==> config.mk <==
export PLATFORM = sky130hd
export DESIGN_NAME = tod_clock
export DESIGN_NICKNAME = d
export VERILOG_FILES = /design/src/rtl/tod_pkg.sv /design/src/rtl/tod_frac_acc.sv /design/src/rtl/tod_ns_counter.sv /design/src/rtl/tod_reg_if.sv /design/src/rtl/tod_clock.sv
export SDC_FILE = /design/constraint.sdc
export NUM_CORES = 1
export LEC_CHECK = 0
export BUFFER_PORTS_ARGS = -buffer_cell sky130_fd_sc_hd__buf_2
export CORE_MARGIN = 1.5
export CORE_UTILIZATION = 55
export DETAILED_ROUTE_END_ITERATION = 6
export PLACE_DENSITY_LB_ADDON = 0.1
export REMOVE_ABC_BUFFERS = 1
export SLEW_MARGIN = 20
export SYNTH_ARGS = -nofsm -noshare
export SYNTH_HDL_FRONTEND = slang
export SYNTH_SLANG_ARGS = --single-unit
==> constraint.sdc <==
create_clock -name clk -period 7.1 [get_ports clk]
set_clock_uncertainty 0.15 [all_clocks]
set_input_delay 1.42 -clock clk [delete_from_list [all_inputs] [get_ports clk]]
set_output_delay 1.42 -clock clk [all_outputs]
set_load 0.02 [all_outputs]
==> src/rtl/tod_pkg.sv <==
package tod_pkg;

    localparam int WORD_W = 32;

    typedef enum logic [1:0] {
        REG_TIME_LO = 2'd0,
        REG_TIME_HI = 2'd1,
        REG_TRIM    = 2'd2,
        REG_CTRL    = 2'd3
    } tod_reg_e;

    typedef struct packed {
        logic              neg;
        logic [WORD_W-2:0] mag;
    } trim_t;

    typedef struct packed {
        logic carry;
        logic borrow;
    } trim_evt_t;

    function automatic trim_t unpack_trim(input logic [WORD_W-1:0] w);
        trim_t t;
        t.neg = w[WORD_W-1];
        t.mag = w[WORD_W-2:0];
        return t;
    endfunction

endpackage

==> src/rtl/tod_frac_acc.sv <==
module tod_frac_acc
    import tod_pkg::*;
(
    input  logic      clk,
    input  logic      rst,
    input  logic      adv,
    input  logic      clr,
    input  trim_t     trim,
    output trim_evt_t evt
);
    localparam int FRAC_W = WORD_W;

    logic [FRAC_W-1:0] acc_q;
    logic [FRAC_W:0]   sum;

    always_comb begin
        evt = '0;
        if (trim.neg) begin
            sum        = {1'b0, acc_q} - {2'b00, trim.mag};
            evt.borrow = sum[FRAC_W];
        end else begin
            sum       = {1'b0, acc_q} + {2'b00, trim.mag};
            evt.carry = sum[FRAC_W];
        end
    end

    always_ff @(posedge clk) begin
        if (rst || clr)
            acc_q <= '0;
        else if (adv)
            acc_q <= sum[FRAC_W-1:0];
    end
endmodule

==> src/rtl/tod_ns_counter.sv <==
module tod_ns_counter
    import tod_pkg::*;
#(
    parameter int NS_W    = 40,
    parameter int STEP_NS = 8
) (
    input  logic            clk,
    input  logic            rst,
    input  logic            adv,
    input  trim_evt_t       evt,
    input  logic            load,
    input  logic [NS_W-1:0] load_val,
    output logic [NS_W-1:0] ns_q,
    output logic            wrap_q
);
    logic [NS_W:0] step;
    logic [NS_W:0] nxt;

    always_comb begin
        step = (NS_W+1)'(STEP_NS) + (NS_W+1)'(evt.carry) - (NS_W+1)'(evt.borrow);
        nxt  = {1'b0, ns_q} + step;
    end

    always_ff @(posedge clk) begin
        if (rst) begin
            ns_q   <= '0;
            wrap_q <= 1'b0;
        end else if (load) begin
            ns_q   <= load_val;
            wrap_q <= 1'b0;
        end else if (adv) begin
            ns_q   <= nxt[NS_W-1:0];
            wrap_q <= nxt[NS_W];
        end else begin
            wrap_q <= 1'b0;
        end
    end
endmodule

==> src/rtl/tod_reg_if.sv <==
module tod_reg_if
    import tod_pkg::*;
#(
    parameter int NS_W = 40
) (
    input  logic              clk,
    input  logic              rst,
    input  logic [1:0]        addr,
    input  logic              wr,
    input  logic [WORD_W-1:0] wdata,
    input  logic              rd,
    output logic [WORD_W-1:0] rdata,
    input  logic [NS_W-1:0]   ns,
    output logic              halt,
    output trim_t             trim,
    output logic              load,
    output logic [NS_W-1:0]   load_val
);
    localparam int HI_W = NS_W - WORD_W;

    logic [WORD_W-1:0] trim_q;
    logic [WORD_W-1:0] stage_lo_q;
    logic [HI_W-1:0]   snap_hi_q;
    logic              halt_q;

    assign halt     = halt_q;
    assign trim     = unpack_trim(trim_q);
    assign load     = wr && (tod_reg_e'(addr) == REG_TIME_HI);
    assign load_val = {wdata[HI_W-1:0], stage_lo_q};

    always_ff @(posedge clk) begin
        if (rst) begin
            trim_q     <= '0;
            stage_lo_q <= '0;
            halt_q     <= 1'b1;
        end else if (wr) begin
            case (tod_reg_e'(addr))
                REG_TIME_LO: stage_lo_q <= wdata;
                REG_TRIM:    trim_q     <= wdata;
                REG_CTRL:    halt_q     <= wdata[WORD_W-1];
                default:     ;
            endcase
        end
    end

    always_ff @(posedge clk) begin
        if (rst) begin
            rdata     <= '0;
            snap_hi_q <= '0;
        end else if (rd) begin
            case (tod_reg_e'(addr))
                REG_TIME_LO: begin
                    rdata     <= ns[WORD_W-1:0];
                    snap_hi_q <= ns[NS_W-1:WORD_W];
                end
                REG_TIME_HI: rdata <= {{(WORD_W-HI_W){1'b0}}, snap_hi_q};
                REG_TRIM:    rdata <= trim_q;
                default:     rdata <= {halt_q, {(WORD_W-1){1'b0}}};
            endcase
        end
    end
endmodule

==> src/rtl/tod_clock.sv <==
module tod_clock
    import tod_pkg::*;
#(
    parameter int NS_W    = 40,
    parameter int STEP_NS = 8
) (
    input  logic              clk,
    input  logic              rst,
    input  logic              tick,
    input  logic [1:0]        bus_addr,
    input  logic              bus_wr,
    input  logic [WORD_W-1:0] bus_wdata,
    input  logic              bus_rd,
    output logic [WORD_W-1:0] bus_rdata,
    output logic [NS_W-1:0]   time_ns,
    output logic              wrap
);
    logic            halt_w;
    trim_t           trim_w;
    logic            load_w;
    logic [NS_W-1:0] load_val_w;
    logic            adv_w;
    trim_evt_t       evt_w;

    assign adv_w = tick && !halt_w && !load_w;

    tod_reg_if #(.NS_W(NS_W)) u_regs (
        .clk(clk), .rst(rst), .addr(bus_addr), .wr(bus_wr), .wdata(bus_wdata),
        .rd(bus_rd), .rdata(bus_rdata), .ns(time_ns), .halt(halt_w),
        .trim(trim_w), .load(load_w), .load_val(load_val_w)
    );

    tod_frac_acc u_frac (
        .clk(clk), .rst(rst), .adv(adv_w), .clr(load_w), .trim(trim_w), .evt(evt_w)
    );

    tod_ns_counter #(.NS_W(NS_W), .STEP_NS(STEP_NS)) u_cnt (
        .clk(clk), .rst(rst), .adv(adv_w), .evt(evt_w), .load(load_w),
        .load_val(load_val_w), .ns_q(time_ns), .wrap_q(wrap)
    );
endmodule

==> summary.md <==
| Metric | Value |
|---|---|
| Max Fanout on Critical Path | 8 |
| Post_cts resized | 0 |
| Initial antenna violation count | 0 |
| Least-Margin Pin Slew | 1.023 ns |
| CTS clk-pin slew, worst paths | roughly 0.070 ns |
| Register area | between 3000 and 4000 sq um |
| Ratio of cells with drive above 1 in the final layout | between 10% and 20% |
| GR peak layer | met2 |
| Highest cell delay on the worst timing path | 0.47 ns |
| Worst VDD drop | 0.1480 mV |
| Post-Synthesis Cell Area | roughly 13000 sq um |
| Finish-stage setup viols | 0 |
| ANT nets after route | 0 |
| NumNets Final | between 1500 and 2000 |
| Total Neg Setup Slack | 0 ns |
| CORE AREA | 22500 sq um |
| Clock sinks | around 180 |
| Routability Congestion | between 0.9 and 1 |
| Post-DP HPWL | between 20 and 30 mm |
| CTS tree | done |
| Wire per inst | 19.70 um |
| Starting Density | between 50% and 60% |
| Post-CTS setup buffers | 0 |
| WP buf/inv | 2 |
| Total GRT Usage | between 30% and 40% |
| Min cycle time layout | between 5 and 6 ns |
| PwrDens | 201.4 nW/um^2 |
| CP Launch Type | flip-flop |
| Ports | 112 |
| Die ar. | 23760 sq um |
| Count leader, synth | nand2_1 |
| Die height | around 150 um |
| Remaining DRCs | 2 |
| Cell taking the most area after synthesis | dfxtp_1 |
| M1 GR Usage | 45.81% |
| Static leakage | between 0.005 and 0.006 uW |
| Vias in the first global route | roughly 12000 |
| Max-cap violations | 0 |
| Synth area leaders | dfxtp_1 (28%), ha_1 (10%), a21oi_1 (9.8%) |
| CP cell instances | inv_1, ha_1, a21oi_1, a211oi_2, o211ai_2, o31ai_2, a221oi_2, a211o_1, o41ai_2, a2111o_1, o21ai_0, ha_1, inv_1, fa_1, nand2b_1, a211o_1, a21oi_2, o21ai_1, o211ai_2, a41oi_2, o311a_4, o21ai_1, xnor2_1, o22ai_1 |
| WP data required | about 7.2 ns |
| Starting DRT DRC Count | 1047 |
| Slowest CP cell | a2111o_1 |
| First-pass GRT wire length | 63.71 mm |
| Post-synth EDFFs | 0 |
| Final Cycle Share | 83.72% |
| Ant diodes | 0 |
| Hold WC Path Type | reg2reg |
| Syn-to-layout area delta | 9.909% |
| Final design utilization | 61.36% |
| Failing checks | design-rule violations |
| Cell family with the largest share of critical-path delay | compound AO/OA/AOI/OAI gates |
| Status | finished, violations left |
| Fin. Hold Viols | 0 |
| Distinct cell type count after synthesis | 76 |
| Mapped Avg Cell Area | roughly 7.3 sq um |
| Worst Setup End Kind | flip-flop |
| TritonCTS buffer count | 17 |
| F_max | approximately 170 MHz |
| Total of fill cells in the finished design | approximately 2100 |
| Commonest cells post-synth | nand2_1 (249), a21oi_1 (247), dfxtp_1 (178) |
| Horiz. Die Dim | between 150 and 200 um |
| Synthesis Warnings | 0 |
| Grt total ovfl | 0 |
| Critical path arrival | ~6.1 ns |
| Via count | approximately 12000 |
| Fraction of registers with async set/reset | 0% |
| RSZ-0062 raised after global routing | false |
| Largest net degree at the start of global routing | around 90 |
| Mapped Cells | 1726 |
| Total Wirelength | roughly 41 mm |
| Number of port buffers | around 110 |
| Root Buffer | clkbuf_16 |
| Clock latency on the worst-skew pair | around 0.45 ns |
| Router iterations before antenna repair | 7 |
| Worst rel slew slack | between 30% and 40% |
| Multi-input logic area | 8172 sq um |
| GR Util met2 | approximately 56% |
| Seq/Total Area, Yosys | 28.36% |
| CP Class | reg2reg |
| Row cnt | 55 |
| Share of the synthesized area in the top cell type | between 20% and 30% |
| CTS Hold Bufs | 0 |
| Primary FF master, synth | dfxtp_1 |
| FF+latch count, synth | 178 |
| GR Layer Usage met3 | 5.750% |
| H-Tree Depth | 4 |
| Avg Vias per Cell | 6.010 |
| Fin. max-slew vios | 0 |
| Max Buffers Root-to-Sink | 2 |
## cell families (layout without fill, tap and decap cells)
family | Yosys count | count (layout) | share of synthesized area (%)
fa+ha+maj | 106 | 106 | 10.74
compound gates | 563 | 563 | 27.92
simple gates | 575 | 575 | 20.19
buf+inv | 220 | 273 | 6.732
xor+xnor | 63 | 63 | 4.392
mux | 21 | 21 | 1.673
flops | 178 | 178 | 28.36
## cell usage in the layout, fill, tap and decap left out, types with 9 or more instances in the layout
cell       count
nand2_1      248
a21oi_1      247
dfxtp_1      178
nor2_1       164
inv_1        110
buf_2        110
ha_1         103
o21ai_0      101
xnor2_1       46
a211oi_1      43
nor3_1        40
a21o_1        33
nor2b_1       30
mux2i_1       21
buf_4         20
o21bai_1      18
nand2b_1      17
xor2_1        17
clkbuf_16     17
nand3_1       16
nand4_1       14
and2_1        11
a31oi_1       11
o211ai_1      10
o22ai_1       10
or3_1          9
## layer usage
layer  share of wire (%)  routed length [um]
met1                  44               18020
met2                  46               18580
met3                 7.2                2910
met4                 2.8                1149
met5                   0                   0
## where the power goes
part	total, uW	internal, uW	switching (uW)
combinational	746	286	461
sequential	1070	1030	36.0
clock	968	477	491
total	2780	1790	988
## registers in the layout, indices dropped and copies added, names as in the netlist
register           cells
u_regs.trim           32
u_regs.halt            1
u_regs.rdata          32
u_frac.acc_q          32
u_regs.stage_lo_q     32
u_regs.snap_hi_q       8
u_cnt.wrap_q           1
u_cnt.ns_q            40
## path summary, 6_finish.rpt
kind	startpoint	endpoint	slack, ns	cells after the start
worst max-delay path	u_regs.trim[3]	u_cnt.ns_q[34]	1.16	24
worst min-delay path	u_regs.stage_lo_q[14]	u_regs.stage_lo_q[14]	0.31	2
worst max register to register	u_regs.trim[3]	u_cnt.ns_q[34]	1.16	24
worst min register to register	u_regs.stage_lo_q[14]	u_regs.stage_lo_q[14]	0.31	2
## worst register-to-register path, cell delays in order (launching register included)
cell and delay, ns:
dfxtp_1 0.38, inv_1 0.06, ha_1 0.41, a21oi_1 0.28, a211oi_2 0.14, o211ai_2 0.29, o31ai_2 0.14, a221oi_2 0.36
a211o_1 0.20, o41ai_2 0.07, a2111o_1 0.47, o21ai_0 0.12, ha_1 0.23, inv_1 0.07, fa_1 0.41, nand2b_1 0.18
a211o_1 0.30, a21oi_2 0.18, o21ai_1 0.10, o211ai_2 0.12, a41oi_2 0.20, o311a_4 0.45, o21ai_1 0.21, xnor2_1 0.16
o22ai_1 0.11
## area by class of cell
class,count,share of cell area [%]
clock buffer,18,3.108
clock inverter,14,1.232
tap,285,2.582
multi-input combinational,1328,59.18
timing repair buffer,130,5.074
inverter,111,3.017
sequential,178,25.81
## through the flow
step	instances	total power [uW]	setup slack [ns]	instance area, sq um	hold WS (ns)
6_report	2064	2781	1.156	13810	0.3087
2_1_floorplan	1617	1602	1.846	12130	0.2760
4_1_cts	2064	2781	1.238	13810	0.3071
3_3_place_gp	2032	1818	1.412	13210	0.2917
3_5_place_dp	2032	1818	1.299	13210	0.2961
5_1_grt	2064	2906	0.7758	13810	0.3254
Power figures use the tool's default switching activity.
